### config.mk
export PLATFORM = sky130hd
export DESIGN_NAME = osc_warmup_timer
export DESIGN_NICKNAME = d
export VERILOG_FILES = /design/src/rtl/owu_pkg.sv /design/src/rtl/owu_regs.sv /design/src/rtl/owu_prescale.sv /design/src/rtl/owu_count.sv /design/src/rtl/osc_warmup_timer.sv
export SDC_FILE = /design/constraint.sdc
export NUM_CORES = 1
export LEC_CHECK = 0
export ABC_CLOCK_PERIOD_IN_PS = 2250
export BUFFER_PORTS_ARGS = -buffer_cell sky130_fd_sc_hd__buf_2
export CORE_ASPECT_RATIO = 1.2
export CORE_MARGIN = 4
export CORE_UTILIZATION = 50
export CTS_BUF_LIST = sky130_fd_sc_hd__clkbuf_8
export CTS_CLUSTER_SIZE = 28
export DETAILED_ROUTE_END_ITERATION = 8
export PLACE_DENSITY_LB_ADDON = 0.08
export SYNTH_ARGS = -nofsm -noshare
export SYNTH_HDL_FRONTEND = slang
export SYNTH_SLANG_ARGS = --single-unit
### constraint.sdc
create_clock -name clk -period 2.25 [get_ports clk]
set_input_delay 0.1125 -clock clk [delete_from_list [all_inputs] [get_ports clk]]
set_output_delay 0.1125 -clock clk [all_outputs]
set_load 0.02 [all_outputs]
### src/rtl/owu_pkg.sv
package owu_pkg;

  typedef enum logic [1:0] {
    SRC_INT_HI = 2'b00,
    SRC_EXT_HI = 2'b01,
    SRC_EXT_LO = 2'b10,
    SRC_NONE   = 2'b11
  } owu_src_e;

  typedef struct packed {
    logic [1:0] div;
    owu_src_e   src;
  } owu_cfg_t;

  localparam int OWU_ABORT_BIT = 4;
  localparam int OWU_NUM_SRC   = 3;

endpackage

### src/rtl/owu_regs.sv
module owu_regs
  import owu_pkg::*;
#(
  parameter int DATA_W = 8
) (
  input  logic              clk,
  input  logic              rst_n,
  input  logic              wr_en,
  input  logic              wr_addr,
  input  logic [7:0]        wr_data,
  input  logic              rd_addr,
  output logic [7:0]        rd_data,
  output owu_cfg_t          cfg,
  output logic [DATA_W-1:0] data_val,
  output logic              abort
);

  owu_cfg_t          cfg_q, cfg_n;
  logic [DATA_W-1:0] data_q, data_n;

  // Abort is a write-side strobe only; nothing is stored, so it reads as 0.
  assign abort = wr_en && !wr_addr && wr_data[OWU_ABORT_BIT];

  always_comb begin
    cfg_n  = cfg_q;
    data_n = data_q;
    if (wr_en) begin
      if (!wr_addr) cfg_n = owu_cfg_t'(wr_data[3:0]);
      else          data_n = wr_data[DATA_W-1:0];
    end
  end

  always_ff @(posedge clk or negedge rst_n) begin
    if (!rst_n) begin
      cfg_q  <= '0;
      data_q <= '0;
    end else begin
      cfg_q  <= cfg_n;
      data_q <= data_n;
    end
  end

  always_comb begin
    if (!rd_addr) rd_data = {4'b0000, cfg_q};
    else          rd_data = 8'(data_q);
  end

  assign cfg      = cfg_q;
  assign data_val = data_q;

endmodule

### src/rtl/owu_prescale.sv
module owu_prescale
  import owu_pkg::*;
#(
  parameter int PRE_W = 3
) (
  input  logic                   clk,
  input  logic                   rst_n,
  input  logic                   restart,
  input  logic                   run,
  input  logic [OWU_NUM_SRC-1:0] src_ce,
  input  owu_cfg_t               cfg,
  output logic                   tick
);

  localparam int NUM_DIV = 4;

  logic [PRE_W-1:0] mask_tbl [NUM_DIV];
  logic [3:0]       ce_all;
  logic             sel_ce;
  logic [PRE_W-1:0] pre_q, pre_n, mask;

  genvar g;
  generate
    for (g = 0; g < NUM_DIV; g++) begin : g_mask
      assign mask_tbl[g] = PRE_W'((1 << g) - 1);
    end
  endgenerate

  // Reserved source code selects a constant 0: no tick ever.
  assign ce_all = {1'b0, src_ce};
  assign sel_ce = ce_all[cfg.src];
  assign mask   = mask_tbl[cfg.div];
  assign tick   = run && sel_ce && ((pre_q & mask) == mask);

  always_comb begin
    pre_n = pre_q;
    if (restart)             pre_n = '0;
    else if (run && sel_ce)  pre_n = pre_q + PRE_W'(1);
  end

  always_ff @(posedge clk or negedge rst_n) begin
    if (!rst_n) pre_q <= '0;
    else        pre_q <= pre_n;
  end

endmodule

### src/rtl/owu_count.sv
module owu_count #(
  parameter int DATA_W = 8,
  parameter int SHIFT  = 8
) (
  input  logic              clk,
  input  logic              rst_n,
  input  logic              abort,
  input  logic              start,
  input  logic              tick,
  input  logic [DATA_W-1:0] data_val,
  output logic              restart,
  output logic              busy,
  output logic              done,
  output logic              err
);

  localparam int CNT_W = DATA_W + SHIFT;

  logic [CNT_W-1:0] cnt_q, cnt_n, cnt_inc, target;
  logic             busy_q, busy_n, done_q, done_n, err_q, err_n;
  logic             accept;

  assign target  = {data_val, {SHIFT{1'b0}}};
  assign cnt_inc = cnt_q + CNT_W'(1);
  assign accept  = !abort && !busy_q && start && (data_val != '0);
  assign restart = abort || accept;

  always_comb begin
    busy_n = busy_q;
    cnt_n  = cnt_q;
    err_n  = err_q;
    done_n = 1'b0;
    if (abort) begin
      busy_n = 1'b0;
      cnt_n  = '0;
      err_n  = 1'b0;
    end else if (!busy_q) begin
      if (start) begin
        if (data_val == '0) err_n = 1'b1;
        else begin
          busy_n = 1'b1;
          cnt_n  = '0;
        end
      end
    end else if (tick) begin
      if (cnt_inc == target) begin
        busy_n = 1'b0;
        done_n = 1'b1;
        cnt_n  = '0;
      end else begin
        cnt_n = cnt_inc;
      end
    end
  end

  always_ff @(posedge clk or negedge rst_n) begin
    if (!rst_n) begin
      cnt_q  <= '0;
      busy_q <= 1'b0;
      done_q <= 1'b0;
      err_q  <= 1'b0;
    end else begin
      cnt_q  <= cnt_n;
      busy_q <= busy_n;
      done_q <= done_n;
      err_q  <= err_n;
    end
  end

  assign busy = busy_q;
  assign done = done_q;
  assign err  = err_q;

endmodule

### src/rtl/osc_warmup_timer.sv
module osc_warmup_timer
  import owu_pkg::*;
#(
  parameter int DATA_W = 8,
  parameter int SHIFT  = 8,
  parameter int PRE_W  = 3
) (
  input  logic       clk,
  input  logic       rst_n,
  input  logic       wr_en,
  input  logic       wr_addr,
  input  logic [7:0] wr_data,
  input  logic       rd_addr,
  output logic [7:0] rd_data,
  input  logic       ce_int_hi,
  input  logic       ce_ext_hi,
  input  logic       ce_ext_lo,
  input  logic       start,
  output logic       busy,
  output logic       done,
  output logic       err
);

  owu_cfg_t          cfg;
  logic [DATA_W-1:0] data_val;
  logic              abort, restart, tick;
  logic [1:0]        cfg_src;

  assign cfg_src = cfg.src;

  owu_regs #(.DATA_W(DATA_W)) i_regs (
    .clk      (clk),
    .rst_n    (rst_n),
    .wr_en    (wr_en),
    .wr_addr  (wr_addr),
    .wr_data  (wr_data),
    .rd_addr  (rd_addr),
    .rd_data  (rd_data),
    .cfg      (cfg),
    .data_val (data_val),
    .abort    (abort)
  );

  owu_prescale #(.PRE_W(PRE_W)) i_pre (
    .clk     (clk),
    .rst_n   (rst_n),
    .restart (restart),
    .run     (busy),
    .src_ce  ({ce_ext_lo, ce_ext_hi, ce_int_hi}),
    .cfg     (cfg),
    .tick    (tick)
  );

  owu_count #(.DATA_W(DATA_W), .SHIFT(SHIFT)) i_cnt (
    .clk      (clk),
    .rst_n    (rst_n),
    .abort    (abort),
    .start    (start),
    .tick     (tick),
    .data_val (data_val),
    .restart  (restart),
    .busy     (busy),
    .done     (done),
    .err      (err)
  );

endmodule

Word-level counts from Yosys, hierarchy flattened
Cells that the tools add are included.
- $add $sub $neg: 2
- equal/unequal tests: 5
- muxes and demuxes: 28
- bitwise operators: 3
- reductions and logical operators: 21
- $lt $le $gt $ge: 2
- operators by type and width (cell ; count):
    $mux W16 ; 6
    $add A16 B1 Y16 const B ; 1
    $eq A16 B16 Y1 ; 1
    $mux W1 ; 15
    $mux W3 ; 4
    $logic_not A8 Y1 ; 1
    $mux W8 ; 1
    $reduce_bool A8 Y1 ; 1
    $logic_and A1 B1 Y1 ; 7
    $bmux W3 S2 ; 1
    $ne A3 B1 Y1 const B ; 2
    $reduce_and A3 Y1 ; 2
    $reduce_bool A2 Y1 ; 3
    $reduce_and A2 Y1 ; 2
    $add A3 B1 Y3 const B ; 1
    $and A3 B3 Y3 ; 1
    $eq A3 B3 Y1 ; 1
    $ge A3 B3 Y1 const B ; 1
    $logic_not A1 Y1 ; 3
    $lt A2 B3 Y1 const B ; 1
    $not A2 Y3 ; 1
    $reduce_bool A3 Y1 ; 1
    $bmux W1 S2 ; 1
    $ne A2 B1 Y1 const B ; 1
    2 further kinds ; 2
- output and inout port bits: 11
- register bits: 34
- word-level logic and storage cells: 69
- input port bits: 17

Depth between registers and ports, before layout
- depth in word-level cells: 10
- gate-level depth with buffers: 8
- depth with buffers taken out: 8

Cells and area by module
A second synthesis with hierarchy kept.
- cells, all modules: 247
- area total of the unflattened synthesis: 2337.2 um2
- by module, submodules not included (module ; instances ; sequential area each (um2) ; cells each ; area an instance (um2)):
    owu_count ; 1 ; 475.5 ; 186 ; 1555.2
    owu_regs ; 1 ; 300.3 ; 36 ; 541.8
    owu_prescale ; 1 ; 75.1 ; 25 ; 240.2

Worst setup path before layout
Ideal clock, no wire load.
- path type: reg-to-reg
- start: reg i_cnt.cnt_q[0]
- end: reg i_cnt.cnt_q[9]
- buffers on the path: 0
- cell stages (with the launch flop): 9
- clock period less this slack: 2.334 ns
- data required time: 2.116 ns
- arrival time: 2.200 ns
- setup time: 0.134 ns
- setup slack: -0.084 ns
- path through: dfrtp_1 ha_1 nand3_1 nor4_1 xnor2_1 o2111ai_4 o31a_4 a21oi_2 o22ai_1
- longest elaborated chain between the ends: 6
- RTL lines (element ; line ; RTL):
    start, declared ; owu_count.sv:19 ; logic [CNT_W-1:0] cnt_q, cnt_n, cnt_inc, target;
    start signal, assigned ; owu_count.sv:63 ; cnt_q <= cnt_n;
    $add A16 B1 Y16 (*) ; owu_count.sv:24 ; assign cnt_inc = cnt_q + CNT_W'(1);
    $eq A16 B16 Y1 ; owu_count.sv:46 ; if (cnt_inc == target) begin
    $mux W16 (*) ; owu_count.sv:46 ;
    $mux W16 (*) ; owu_count.sv:45 ; end else if (tick) begin
    $mux W16 (*) ; owu_count.sv:37 ; end else if (!busy_q) begin
    $mux W16 (*) ; owu_count.sv:33 ; if (abort) begin
Mark *: on every way between the ends. The rest lies on a longest branch, timed or not. The select of a mux whose other input is x is not followed.
A chain may end at the register's enable or synchronous reset.

Worst setup path in the final report
- start: reg i_cnt.cnt_q[10]
- end: reg i_cnt.cnt_q[15]
The elaborated chain is that of the path after synthesis.

==> results.json <==
{
  "status": "finished with violations",
  "violations": "setup timing",
  "max-vdd-ir-drop_mv": 0.388,
  "grt_max_degree": 35,
  "dieHeight_um": 79.2,
  "period_minus_slack_ns": 2.25,
  "final_cells": 342,
  "port_buffers": 27,
  "viasPerCell": 5.87,
  "worst_ep_arrival_time_ns": 2.43,
  "dr_drc_count": 0,
  "final.setup_skew_ns": 0.00844,
  "fraction_of_the_yosys_area_taken_by_sequential_cells": 0.402,
  "static-leakage-power_nw": 1.30,
  "syn_inst": 214,
  "slew_violations": 0,
  "slew_headroom": 0.491,
  "cts.path.max_buffers": 2,
  "drt_pass1_iterations": 4,
  "post-synth-top-area-cell": "dfrtp_1",
  "hp-class": "in -> reg",
  "yosysTopAreaCellShare": 0.402,
  "fin_util": 0.705,
  "number_of_buffers_created_by_cts": 5,
  "whs_path_depth": 2,
  "cts_root_buffer": "clkbuf_8",
  "synth.cell_area_um2": 2110,
  "cts_max_level": 2,
  "fillCellCount": 328,
  "io-pin-count": 28,
  "globalRouteTotalUtil": 0.230,
  "synth_edf_count": 0,
  "async_flop_share": 1.00,
  "achievable-frequency_mhz": 444,
  "crit_required_ns": 2.43,
  "routed_wl_um": 5610,
  "horizontal_die_dimension_um": 67.4,
  "grt_overflow_total": 0,
  "setup-violations-final": 1,
  "net_count_of_the_finished_layout": 306,
  "globalplace.congestion": 0.865,
  "floorplan.die_area_um2": 5340,
  "antenna-diode-count": 0,
  "holdWs_ns": 0.0430,
  "crit_path_end_kind": "flop",
  "clock_latency_on_the_worst_skew_pair_ns": 0.29,
  "unrepaired_setup_endpoints_after_global_routing": "yes",
  "power_mw": 1.72,
  "syn2layout_area_growth_pct": 33.5,
  "postSynthNetCount": 233,
  "reg2regPathDepth": 8,
  "fin_tns_setup_ns": -0.00230,
  "synthDistinctLibCells": 50,
  "crit_fanout": 7,
  "clock_sink_count": 34,
  "fin_crit_sh": 1.00,
  "place_area_um2": 2560,
  "hold_viol": 0,
  "finalInstanceArea_um2": 2820,
  "detail_route.wl_per_cell_um": 16.4,
  "power.density_nw_per_um2": 608,
  "total_via_count_in_the_routed_design": 2006,
  "yosysWarnings": 0,
  "rows": 25,
  "tightest_slew_ns": 0.764,
  "tritoncts": "yes",
  "synth.avg_cell_area_um2": 9.88,
  "drt_iter0_drc": 215,
  "starting_density": 0.528,
  "synth_flop_cell": "dfrtp_1",
  "clkTransAtPathRegs_ns": 0.07,
  "ys_top_cells_by_area": "dfrtp_1 (40%), mux2_2 (8.5%), xnor2_1 (3.7%), o21ai_0 (3.3%), nand2_1 (3.2%)",
  "worst_slack_ns": -0.00230,
  "synth-seq-cells": 34,
  "critical_path_launch_point_type": "flop",
  "core_um2": 4000,
  "post_place_setup_slack_ns": -0.0772,
  "initial_antenna_violation_count": 0,
  "cap_viol_max_count": 0,
  "place.detailed.instances": 322,
  "wire_length_of_the_first_global_routing_pass_um": 9390,
  "route.antenna.remaining_nets": 0,
  "first_global_vias": 2018,
  "dpl_hpwl_um": 3980,
  "timing_worst_setup_path_type": "reg -> reg",
  "drive_above_1_share": 0.431
}
## path summary, 6_finish.rpt
path,slack [ns],start,endpoint
worst max register to register,-0.002,i_cnt.cnt_q[10],i_cnt.cnt_q[15]
max in group asynchronous,1.27,rst_n,i_cnt.cnt_q[0]
min in group asynchronous,0.45,rst_n,i_cnt.cnt_q[11]
worst min-delay path,0.04,wr_data[4],i_cnt.err
worst min register to register,0.55,i_cnt.cnt_q[15],i_cnt.cnt_q[15]
worst max-delay path,-0.002,i_cnt.cnt_q[10],i_cnt.cnt_q[15]
## where the power goes
part | internal, mW | switching [mW]
clock | 0.217 | 0.235
sequential | 0.684 | 0.0803
combinational | 0.245 | 0.255
total | 1.15 | 0.570
## Yosys cell counts, drive strengths merged (2+ instances only)
master	count
or4	2
o21ai	15
o41ai	2
nand2	18
a221oi	2
o311ai	3
nand4	7
and2	5
a31oi	4
o31ai	4
buf	3
mux2i	2
nor2b	3
and3	3
nand3	13
clkbuf	6
dfrtp	34
xor2	7
ha	2
a211o	2
a21o	2
nor2	16
inv	5
or3	4
and4	2
nor3	3
a21oi	5
xnor2	10
mux2	16
nor4	3
## registers in the layout, indices dropped and copies added (netlist names)
name and flops:
i_cnt.cnt_q 16, i_regs.data_val 8, i_regs.cfg 4, i_pre.pre_q 3, i_cnt.busy 1, i_cnt.done 1, i_cnt.err 1
## worst max-delay path, cell delays in order (launching register included)
cell and delay [ns]:
dfrtp_2 0.43, buf_4 0.14, nand3_1 0.10, or3_4 0.44, xnor2_4 0.19, o2111ai_4 0.18, nor3_1 0.33, a221oi_1 0.15
a21o_1 0.17
## per-layer routing
layer / global-route usage / routed length (um) / up-vias
met5: 0 / 0 / -
met1: 0.284 / 2240 / 972
met3: 0.0481 / 274 / 19
met4: 0.0690 / 94 / 0
met2: 0.395 / 3000 / 72
li1: - / - / 943
## cells in the final DEF (no fill, tap or decap), drive strengths merged, types with 3 or more instances in the layout
master and count:
o31ai 4, nor2 16, a21oi 5, and2 5, nor2b 3, nor3 3
and3 3, mux2 16, buf 74, xor2 7, o311ai 3, or3 4
inv 5, xnor2 10, nand4 7, nor4 3, o21ai 15, nand2 18
clkbuf 5, a31oi 4, dfrtp 34, nand3 13
## kinds of logic after synthesis
| family | synth area share |
|---|---|
| simple gates | 0.215 |
| compound gates | 0.170 |
| flops | 0.402 |
| mux | 0.0947 |
| xor+xnor | 0.0793 |
| buf+inv | 0.0266 |
| fa+ha+maj | 0.0118 |
## cell type report
| class | count | area [um^2] | share of cell area |
|---|---|---|---|
| clock buffer | 5 | 68.8 | 0.0244 |
| clock inverter | 3 | 21.3 | 0.00754 |
| inverter | 5 | 18.8 | 0.00665 |
| multi-input combinational | 166 | 1280 | 0.454 |
| sequential | 34 | 858 | 0.304 |
| tap | 54 | 67.6 | 0.0239 |
| timing repair buffer | 75 | 505 | 0.179 |
## repair_timing
item	4_1_cts	5_1_grt
hold buffers	1	0
hold endpoints to repair	34	0
pin swaps	6	11
buffers inserted	5	6
endpoints found under the setup margin	9	11
gates resized for setup	9	10
Power figures use the tool's default switching activity.
